**src/rtl/bcd_cnt_pkg.sv**
```systemverilog
package bcd_cnt_pkg;
    localparam int DIGIT_W = 4;

    typedef enum logic [1:0] {
        ST_RUN     = 2'd0,
        ST_HOLD    = 2'd1,
        ST_LOAD_LO = 2'd2,
        ST_LOAD_HI = 2'd3
    } ctl_state_t;
endpackage

```
**src/rtl/bcd_sync2.sv**
```systemverilog
module bcd_sync2 #(
    parameter int WIDTH = 1
) (
    input  logic             clk,
    input  logic             rst_n,
    input  logic [WIDTH-1:0] d,
    output logic [WIDTH-1:0] q
);
    logic [WIDTH-1:0] meta_q;

    always_ff @(posedge clk or negedge rst_n) begin
        if (!rst_n) begin
            meta_q <= '0;
            q      <= '0;
        end else begin
            meta_q <= d;
            q      <= meta_q;
        end
    end
endmodule

```
**src/rtl/bcd_rate_gen.sv**
```systemverilog
module bcd_rate_gen #(
    parameter int BASE_CYCLES = 1_000_000,
    parameter int SPEED_W     = 7
) (
    input  logic               clk,
    input  logic               rst_n,
    input  logic [SPEED_W-1:0] speed,
    output logic               step_tick
);
    localparam int BASE_W = (BASE_CYCLES > 1) ? $clog2(BASE_CYCLES) : 1;

    logic [BASE_W-1:0]  base_q;
    logic [SPEED_W-1:0] mult_q;
    logic [SPEED_W-1:0] last_speed_q;
    logic               base_tick;
    logic               restart;

    assign restart   = (speed != last_speed_q);
    assign base_tick = (base_q == BASE_W'(BASE_CYCLES - 1));
    assign step_tick = base_tick && (mult_q == speed) && !restart;

    always_ff @(posedge clk or negedge rst_n) begin
        if (!rst_n) begin
            base_q       <= '0;
            mult_q       <= '0;
            last_speed_q <= '0;
        end else begin
            last_speed_q <= speed;
            if (restart) begin
                base_q <= '0;
                mult_q <= '0;
            end else begin
                base_q <= base_tick ? '0 : base_q + BASE_W'(1);
                if (base_tick)
                    mult_q <= (mult_q == speed) ? '0 : mult_q + SPEED_W'(1);
            end
        end
    end
endmodule

```
**src/rtl/bcd_digit.sv**
```systemverilog
module bcd_digit
    import bcd_cnt_pkg::*;
(
    input  logic               clk,
    input  logic               rst_n,
    input  logic               load_lo,
    input  logic               load_hi,
    input  logic               step,
    input  logic               count_down,
    output logic [DIGIT_W-1:0] digit_q
);
    always_ff @(posedge clk or negedge rst_n) begin
        if (!rst_n)
            digit_q <= '0;
        else if (load_lo)
            digit_q <= '0;
        else if (load_hi)
            digit_q <= DIGIT_W'(9);
        else if (step) begin
            if (count_down)
                digit_q <= (digit_q == '0) ? DIGIT_W'(9) : digit_q - DIGIT_W'(1);
            else
                digit_q <= (digit_q == DIGIT_W'(9)) ? '0 : digit_q + DIGIT_W'(1);
        end
    end
endmodule

```
**src/rtl/bcd_step_counter.sv**
```systemverilog
module bcd_step_counter
    import bcd_cnt_pkg::*;
#(
    parameter int DIGITS      = 4,
    parameter int SPEED_W     = 7,
    parameter int BASE_CYCLES = 1_000_000
) (
    input  logic                      clk,
    input  logic                      rst_n,
    input  logic                      dir_sw,
    input  logic [SPEED_W-1:0]        speed_sw,
    input  logic                      btn_zero,
    input  logic                      btn_max,
    input  logic                      btn_pause,
    output logic [DIGITS*DIGIT_W-1:0] digits_o
);
    localparam int SYNC_W = SPEED_W + 4;

    logic [SYNC_W-1:0]  sync_q;
    logic               dir_s, pause_s, zero_s, max_s;
    logic [SPEED_W-1:0] speed_s;
    logic               zero_prev_q, max_prev_q;
    logic               zero_rise, max_rise;
    logic               step_tick;
    ctl_state_t         state_q, state_d;
    logic               load_lo, load_hi, run_step;
    logic [DIGITS-1:0]  step_en;

    bcd_sync2 #(.WIDTH(SYNC_W)) u_sync (
        .clk   (clk),
        .rst_n (rst_n),
        .d     ({dir_sw, btn_pause, btn_zero, btn_max, speed_sw}),
        .q     (sync_q)
    );

    assign {dir_s, pause_s, zero_s, max_s, speed_s} = sync_q;

    always_ff @(posedge clk or negedge rst_n) begin
        if (!rst_n) begin
            zero_prev_q <= 1'b0;
            max_prev_q  <= 1'b0;
        end else begin
            zero_prev_q <= zero_s;
            max_prev_q  <= max_s;
        end
    end

    assign zero_rise = zero_s & ~zero_prev_q;
    assign max_rise  = max_s & ~max_prev_q;

    bcd_rate_gen #(.BASE_CYCLES(BASE_CYCLES), .SPEED_W(SPEED_W)) u_rate (
        .clk       (clk),
        .rst_n     (rst_n),
        .speed     (speed_s),
        .step_tick (step_tick)
    );

    // Next state: the choice is independent of the present state, by priority.
    always_comb begin
        if (zero_rise)
            state_d = ST_LOAD_LO;
        else if (max_rise)
            state_d = ST_LOAD_HI;
        else if (pause_s)
            state_d = ST_HOLD;
        else
            state_d = ST_RUN;
    end

    always_ff @(posedge clk or negedge rst_n) begin
        if (!rst_n)
            state_q <= ST_RUN;
        else
            state_q <= state_d;
    end

    always_comb begin
        load_lo  = 1'b0;
        load_hi  = 1'b0;
        run_step = 1'b0;
        unique case (state_q)
            ST_RUN:     run_step = step_tick;
            ST_HOLD:    run_step = 1'b0;
            ST_LOAD_LO: load_lo  = 1'b1;
            ST_LOAD_HI: load_hi  = 1'b1;
            default:    run_step = 1'b0;
        endcase
    end

    assign step_en[0] = run_step;

    for (genvar g = 0; g < DIGITS; g++) begin : g_digit
        logic [DIGIT_W-1:0] val;

        bcd_digit u_digit (
            .clk        (clk),
            .rst_n      (rst_n),
            .load_lo    (load_lo),
            .load_hi    (load_hi),
            .step       (step_en[g]),
            .count_down (dir_s),
            .digit_q    (val)
        );

        assign digits_o[g*DIGIT_W +: DIGIT_W] = val;

        if (g < DIGITS - 1) begin : g_carry
            assign step_en[g+1] = step_en[g] &
                (dir_s ? (val == '0) : (val == DIGIT_W'(9)));
        end
    end
endmodule

```
**config.mk**
```make
export PLATFORM = sky130hd
export DESIGN_NAME = bcd_step_counter
export DESIGN_NICKNAME = d
export VERILOG_FILES = /design/src/rtl/bcd_cnt_pkg.sv /design/src/rtl/bcd_sync2.sv /design/src/rtl/bcd_rate_gen.sv /design/src/rtl/bcd_digit.sv /design/src/rtl/bcd_step_counter.sv
export SDC_FILE = /design/constraint.sdc
export NUM_CORES = 1
export LEC_CHECK = 0
export BUFFER_PORTS_ARGS = -buffer_cell sky130_fd_sc_hd__buf_2
export CAP_MARGIN = 20
export CORE_ASPECT_RATIO = 1.5
export CORE_MARGIN = 8
export CORE_UTILIZATION = 63
export CTS_CLUSTER_DIAMETER = 150
export DETAILED_ROUTE_END_ITERATION = 12
export GPL_TIMING_DRIVEN = 0
export PLACE_DENSITY = 0.83
export SLEW_MARGIN = 20
export SYNTH_ARGS = -nofsm -noshare
export SYNTH_HDL_FRONTEND = slang
export SYNTH_SLANG_ARGS = --single-unit
```
**constraint.sdc**
```tcl
create_clock -name clk -period 4.7 [get_ports clk]
set_input_delay 0.47 -clock clk [delete_from_list [all_inputs] [get_ports clk]]
set_output_delay 0.47 -clock clk [all_outputs]
set_load 0.1 [all_outputs]
```
## Word level (Yosys, flattened, before mapping)

Cells that the tools add are included.
Widths: inputs -> output; s select.

| word-level totals | value |
|---|---|
| memory bits (writable) | 0 |
| latch bits | 0 |
| bits of input ports | 13 |
| memories | 0 |
| register bits | 76 |
| memory bits (read-only) | 0 |

| operators by class | value |
|---|---|
| shift-type cells | 0 |
| muxes and demuxes | 38 |
| add/subtract/negate cells | 10 |
| multipliers | 0 |
| div/mod/pow operators | 0 |
| bitwise gates (word level) | 7 |
| order comparisons | 0 |
| reduce and logical (&&, ||, !) cells | 13 |
| equality and inequality tests | 9 |

Operators with widths:

| cell | count |
|---|---|
| $mux 4 | 24 |
| $mux 20 | 2 |
| $mux 7 | 3 |
| $add 20x1->20 const B | 1 |
| $eq 20x20->1 const B | 1 |
| $add 4x1->4 const B | 4 |
| $eq 4x4->1 const B | 4 |
| $logic_not 4->1 | 4 |
| $sub 4x1->4 const B | 4 |
| $reduce_bool 3->1 | 4 |
| $add 7x1->7 const B | 1 |
| $eq 7x7->1 | 1 |
| $mux 1 | 7 |
| $ne 7x7->1 | 1 |
| $and 1x1->1 | 5 |
| $eq 2x2->1 const B | 2 |
| $mux 2 | 2 |
| $logic_and 1x1->1 | 2 |
| $logic_not 2->1 | 1 |
| $not 1->1 | 2 |
| $reduce_bool 2->1 | 1 |
| $logic_not 1->1 | 1 |

## Depth between registers and ports, before layout

| depth | value |
|---|---|
| word-level depth | 10 |
| gate-level depth with buffers | 9 |
| mapped depth without buffers | 8 |

## By module

A second synthesis with hierarchy kept.

| second synthesis, totals | value |
|---|---|
| cells, all modules | 390 |
| area total of the unflattened synthesis | 3,983.8 um^2 |

Modules (own cells, without submodules):

| module | cells each | area each (um^2) | sequential area each (um^2) | instances |
|---|---|---|---|---|
| bcd_rate_gen | 169 | 1,685.4 | 850.8 | 1 |
| bcd_digit | 43 | 370.4 | 100.1 | 4 |
| bcd_sync2 | 22 | 550.5 | 550.5 | 1 |
| bcd_step_counter | 27 | 266.5 | 100.1 | 1 |

## Worst setup path before layout

OpenSTA, ideal clock, no wires.

| timing | value |
|---|---|
| path kind | register to register |
| start | register g_digit[0].u_digit.digit_q[0] |
| end | register g_digit[2].u_digit.digit_q[0] |
| cell stages (with the launch flop) | 9 |
| slack | 1.885 ns |
| arrival | 2.715 ns |
| required time | 4.600 ns |
| buffers on the path | 1 |
| cell sequence | dfrtp_1 -> ha_1 -> nand2_1 -> o31ai_1 -> nand4b_1 -> nor4_2 -> clkbuf_1 -> nor3_1 -> a311oi_1 |

| on the way | value |
|---|---|
| word-level cells in the longest chain between the ends | 5 |

Ends and longest elaborated chain:

| item | line | text |
|---|---|---|
| start, declared | bcd_digit.sv:10 | `output logic [DIGIT_W-1:0] digit_q` |
| start signal, assigned | bcd_digit.sv:21 | `digit_q <= (digit_q == '0) ? DIGIT_W'(9) : digit_q - DIGIT_W'(1);` |
| start signal, assigned | bcd_digit.sv:23 | `digit_q <= (digit_q == DIGIT_W'(9)) ? '0 : digit_q + DIGIT_W'(1);` |
| $eq 4x4->1 / $logic_not 4->1 (equally long branches) | bcd_step_counter.sv:109 | `(dir_s ? (val == '0) : (val == DIGIT_W'(9)));` |
| $mux 1 (*) | bcd_step_counter.sv:109 |  |
| $and 1x1->1 (*) (2 in series) | bcd_step_counter.sv:108 | `assign step_en[g+1] = step_en[g] &` |
| $reduce_bool 3->1 (no source line) (*) | - |  |
| end signal, assigned | bcd_digit.sv:21 |  |
| end signal, assigned | bcd_digit.sv:23 |  |
| end, declared | bcd_digit.sv:10 |  |

Every way passes the cells marked *; elsewhere a longest branch is shown, timed or not.
A chain may end at the register's enable or synchronous reset.

## Worst setup path after layout

| timing | value |
|---|---|
| start | register g_digit[0].u_digit.digit_q[1] |
| end | register g_digit[2].u_digit.digit_q[0] |

The elaborated chain is that of the path after synthesis.

==> run_results.csv <==
group,metric,value,unit
timing,min_period,2.72,ns
place,dpl_cell_area,4090,um^2
layout,final_nets,452,
timing,finalClockSkew,0.0115,ns
clock_network,tritoncts,"done",
logic_synthesis,synth_cell_type_count,52,
worst_setup_path,timing.critical_path.to_type,"flip-flop",
grt,grt_max_degree,62,
clock_network,clk_latency,0.35,ns
detailed_routing,vias,3087,
pwr,p_sw_share,32.1,%
pwr,power.leakage,1.83,nW
pwr,ir_drop,0.000429,V
timing,timing.setup.tns,0,ns
die,core_region_area,6000,um^2
timing,grt_setup_unrepaired,"false",
status,outcome,"finished clean",
die,floorplan.io_pins,29,
logic_synthesis,synthesized_netlist_net_count,411,
layout,area_growth,12.5,%
worst_setup_path,timing.critical_path.arrival,2.98,ns
layout,layout.cells.non_filler,505,
timing,final_max_slew_viol_count,0,
worst_setup_path,crit_type,"flip-flop to flip-flop",
logic_synthesis,synth_largest_area_cell,"dfrtp_1",
pwr,internal-power,1.01,mW
detailed_routing,detail_route.first_pass.iterations,5,
worst_setup_path,critical_path_startpoint_category,"flip-flop",
detailed_routing,ant_nets,0,
detailed_routing,detail_route.drc_violations,0,
place,placed_cell_count,488,
detailed_routing,drt-initial-drc-count,318,
worst_setup_path,critical_path.slowest_cell,"dfrtp_1",
timing,report.final.setup_viol,0,
place,place.gp.congestion,0.910,
logic_synthesis,synth_area_leaders,"dfrtp_1, ha_1, nor2_1",
logic_synthesis,synth.cells.most_frequent,"dfrtp_1, nor2_1, a21oi_1, inv_1",
logic_synthesis,async_flop_share,100,%
worst_setup_path,slowest_delay,0.46,ns
timing,max_slew.worst_pin.slew,0.686,ns
clock_network,cts_buffers,9,
logic_synthesis,synth_largest_type_area_fraction,49.7,%
pwr,power.density,345,nW/um^2
layout,finished_layout_cell_area,4310,um^2
pwr,finalPower,1.49,mW
pwr,p_clk_share,34.0,%
detailed_routing,drt_wl_total,8070,um
detailed_routing,viasPerCell,6.11,
logic_synthesis,yosys.cell_count.top_type,"dfrtp_1",
logic_synthesis,post_synth_inst_count,385,
clock_network,clk_pin_slew_worst_paths,0.09,ns
grt,grt.total_usage,18.8,%
logic_synthesis,synth_enable_flop_cells,0,
die,die_area,8880,um^2
pwr,seqPwrFrac,47.7,%
logic_synthesis,netlist_area,3830,um^2
grt,initial_antenna_violation_count,0,
logic_synthesis,ys_seq_elements,76,
place,buffer_ports.inserted,28,
worst_setup_path,crit_required,4.96,ns
pwr,comb_power_share,18.4,%
worst_setup_path,critical_path.max_fanout,10,
grt,grt_pass1_wl,13500,um
logic_synthesis,yosysWarnings,0,
worst_setup_path,reg2reg_from,"g_digit[0].u_digit.digit_q[1]",
logic_synthesis,ys.flop_type,"dfrtp_1",
timing,hold_viol_final,0,
clock_network,postCtsHoldBufs,1,
layout,antenna_cells_inserted,0,
min_path,hold_path_class,"input pin to flip-flop",
timing,final_min_period_over_clock_period,57.9,%
detailed_routing,detail_route.wl_per_cell,16.0,um
worst_setup_path,critPathLaunch,"g_digit[0].u_digit.digit_q[1]",
min_path,min-delay-start,"speed_sw[1]",
clock_network,cts_max_path_buffers,2,
clock_network,clockRootBuffer,"clkbuf_8",
die,chipHeight,111,um
place,place_hpwl,5630,um
timing,fmax,0.368,GHz
worst_setup_path,critical_path.cell_chain,"inv_1 -> ha_1 -> nand2_1 -> o31ai_1 -> nand4b_1 -> nor4_2 -> clkbuf_1 -> nor3_1 -> a311oi_1",
clock_network,clock-sinks,76,
job,cap_violations,0,
pwr,power_switching,477,uW
die,placement_rows,35,
die,dieWidth,79.7,um
timing,timing.slew.headroom,53.9,%
logic_synthesis,synth.avg_cell_area,9.94,um^2
die,initial_utilization,63.8,%
grt,grt_pass1_vias,3097,
clock_network,ctsResizeCount,0,
logic_synthesis,synth-seq-area-share,49.7,%
clock_network,cts_htree_levels,3,
grt,gr-total-overflow,0,
layout,drive_gt1_share,12.3,%
clock_network,post_cts_buffers,0,
logic make-up after synthesis:
logic type               after synthesis  share of synthesized area (%)
AO/OA/AOI/OAI                         84                           13.8
XOR/XNOR                              35                           8.01
adder cells (fa/ha/maj)               13                           4.25
flip-flops                            76                           49.7
buffers and inverters                 41                           4.15
AND/OR/NAND/NOR                      131                           18.8
multiplexers                           5                           1.31
cell type report:
cell class	instances	area [um^2]
Fill cell	423	1690
Tap cell	74	92.6
Clock inverter	7	82.6
Inverter	21	78.8
Clock buffer	9	124
Sequential cell	76	1900
Multi-Input combinational cell	268	1770
Buffer	20	80.1
Timing Repair Buffer	30	180
power groups by stage:
stage / logic, mW / registers (mW) / clock network, mW
CTS: 0.271 / 0.708 / 0.519
detailed placement: 0.268 / 0.721 / 0
finish: 0.273 / 0.708 / 0.505
floorplan: 0.121 / 0.801 / 0
global route: 0.294 / 0.713 / 0.544
global placement: 0.260 / 0.719 / 0
layer usage:
layer	GRT usage [%]	up-vias	routed length (um)
met4	10.9	0	196
met3	4.19	25	379
met5	0	-	0
met2	33.1	103	4290
li1	-	1442	-
met1	19.4	1517	3210
worst max-delay path, delay by kind of cell, from the launching register on:
kind,cells,cell delay [ns]
and+or+nand+nor,4,0.75
adders and majority gates,1,0.21
DFF,1,0.46
AOI/OAI and AO/OA,2,0.66
buffers and inverters,2,0.55
cells in the final DEF, fill, tap and decap left out, types with 3 or more instances in the layout:
master | netlist | final
dfrtp_1 | 76 | 76
nor2_1 | 42 | 42
buf_2 | 1 | 28
a21oi_1 | 24 | 24
inv_1 | 21 | 21
nand2_1 | 19 | 19
o21ai_0 | 19 | 19
xnor2_1 | 18 | 18
xor2_1 | 17 | 17
clkbuf_1 | 17 | 17
ha_1 | 13 | 13
nand3_1 | 10 | 10
nor3_1 | 9 | 9
clkbuf_8 | 0 | 9
and3_1 | 7 | 7
nand4_1 | 7 | 7
nand2b_1 | 7 | 7
o22ai_1 | 7 | 7
or3_1 | 5 | 5
mux2i_1 | 5 | 5
a31oi_1 | 5 | 5
nor4_1 | 4 | 4
and4_1 | 4 | 4
o31ai_1 | 3 | 3
o311ai_0 | 3 | 3
a211oi_1 | 3 | 3
o21ai_1 | 3 | 3
nand3b_1 | 3 | 3
path summary, 6_finish.rpt:
check	endpoint	slack, ns	depth (start not counted)
setup reg to reg	g_digit[2].u_digit.digit_q[0]	1.98	9
hold / removal	u_sync.meta_q[1]	0.22	1
max in group asynchronous	u_sync.q[1]	3.62	3
setup / recovery	g_digit[2].u_digit.digit_q[0]	1.98	9
min in group asynchronous	u_sync.meta_q[10]	0.52	2
hold reg to reg	u_sync.q[4]	0.35	0
through the flow:
step | hold slack, ns | util [%] | worst slack (ns)
after global placement | 0.331 | 67.7 | 2.09
after detailed placement | 0.337 | 68.2 | 2.02
after global routing | 0.196 | 71.8 | 1.71
after floorplan | 0.174 | - | 1.89
after CTS | 0.199 | 71.8 | 2.00
final | 0.218 | 71.8 | 1.98
state kept, by name, indices dropped and copies added (netlist names):
name                     cells
u_rate.base_q               20
u_sync.meta_q               11
g_digit.u_digit.digit_q     16
zero_prev_q                  1
u_rate.mult_q                7
u_rate.last_speed_q          7
u_sync.q                    11
max_prev_q                   1
state_q                      2
Power figures use the tool's default switching activity.
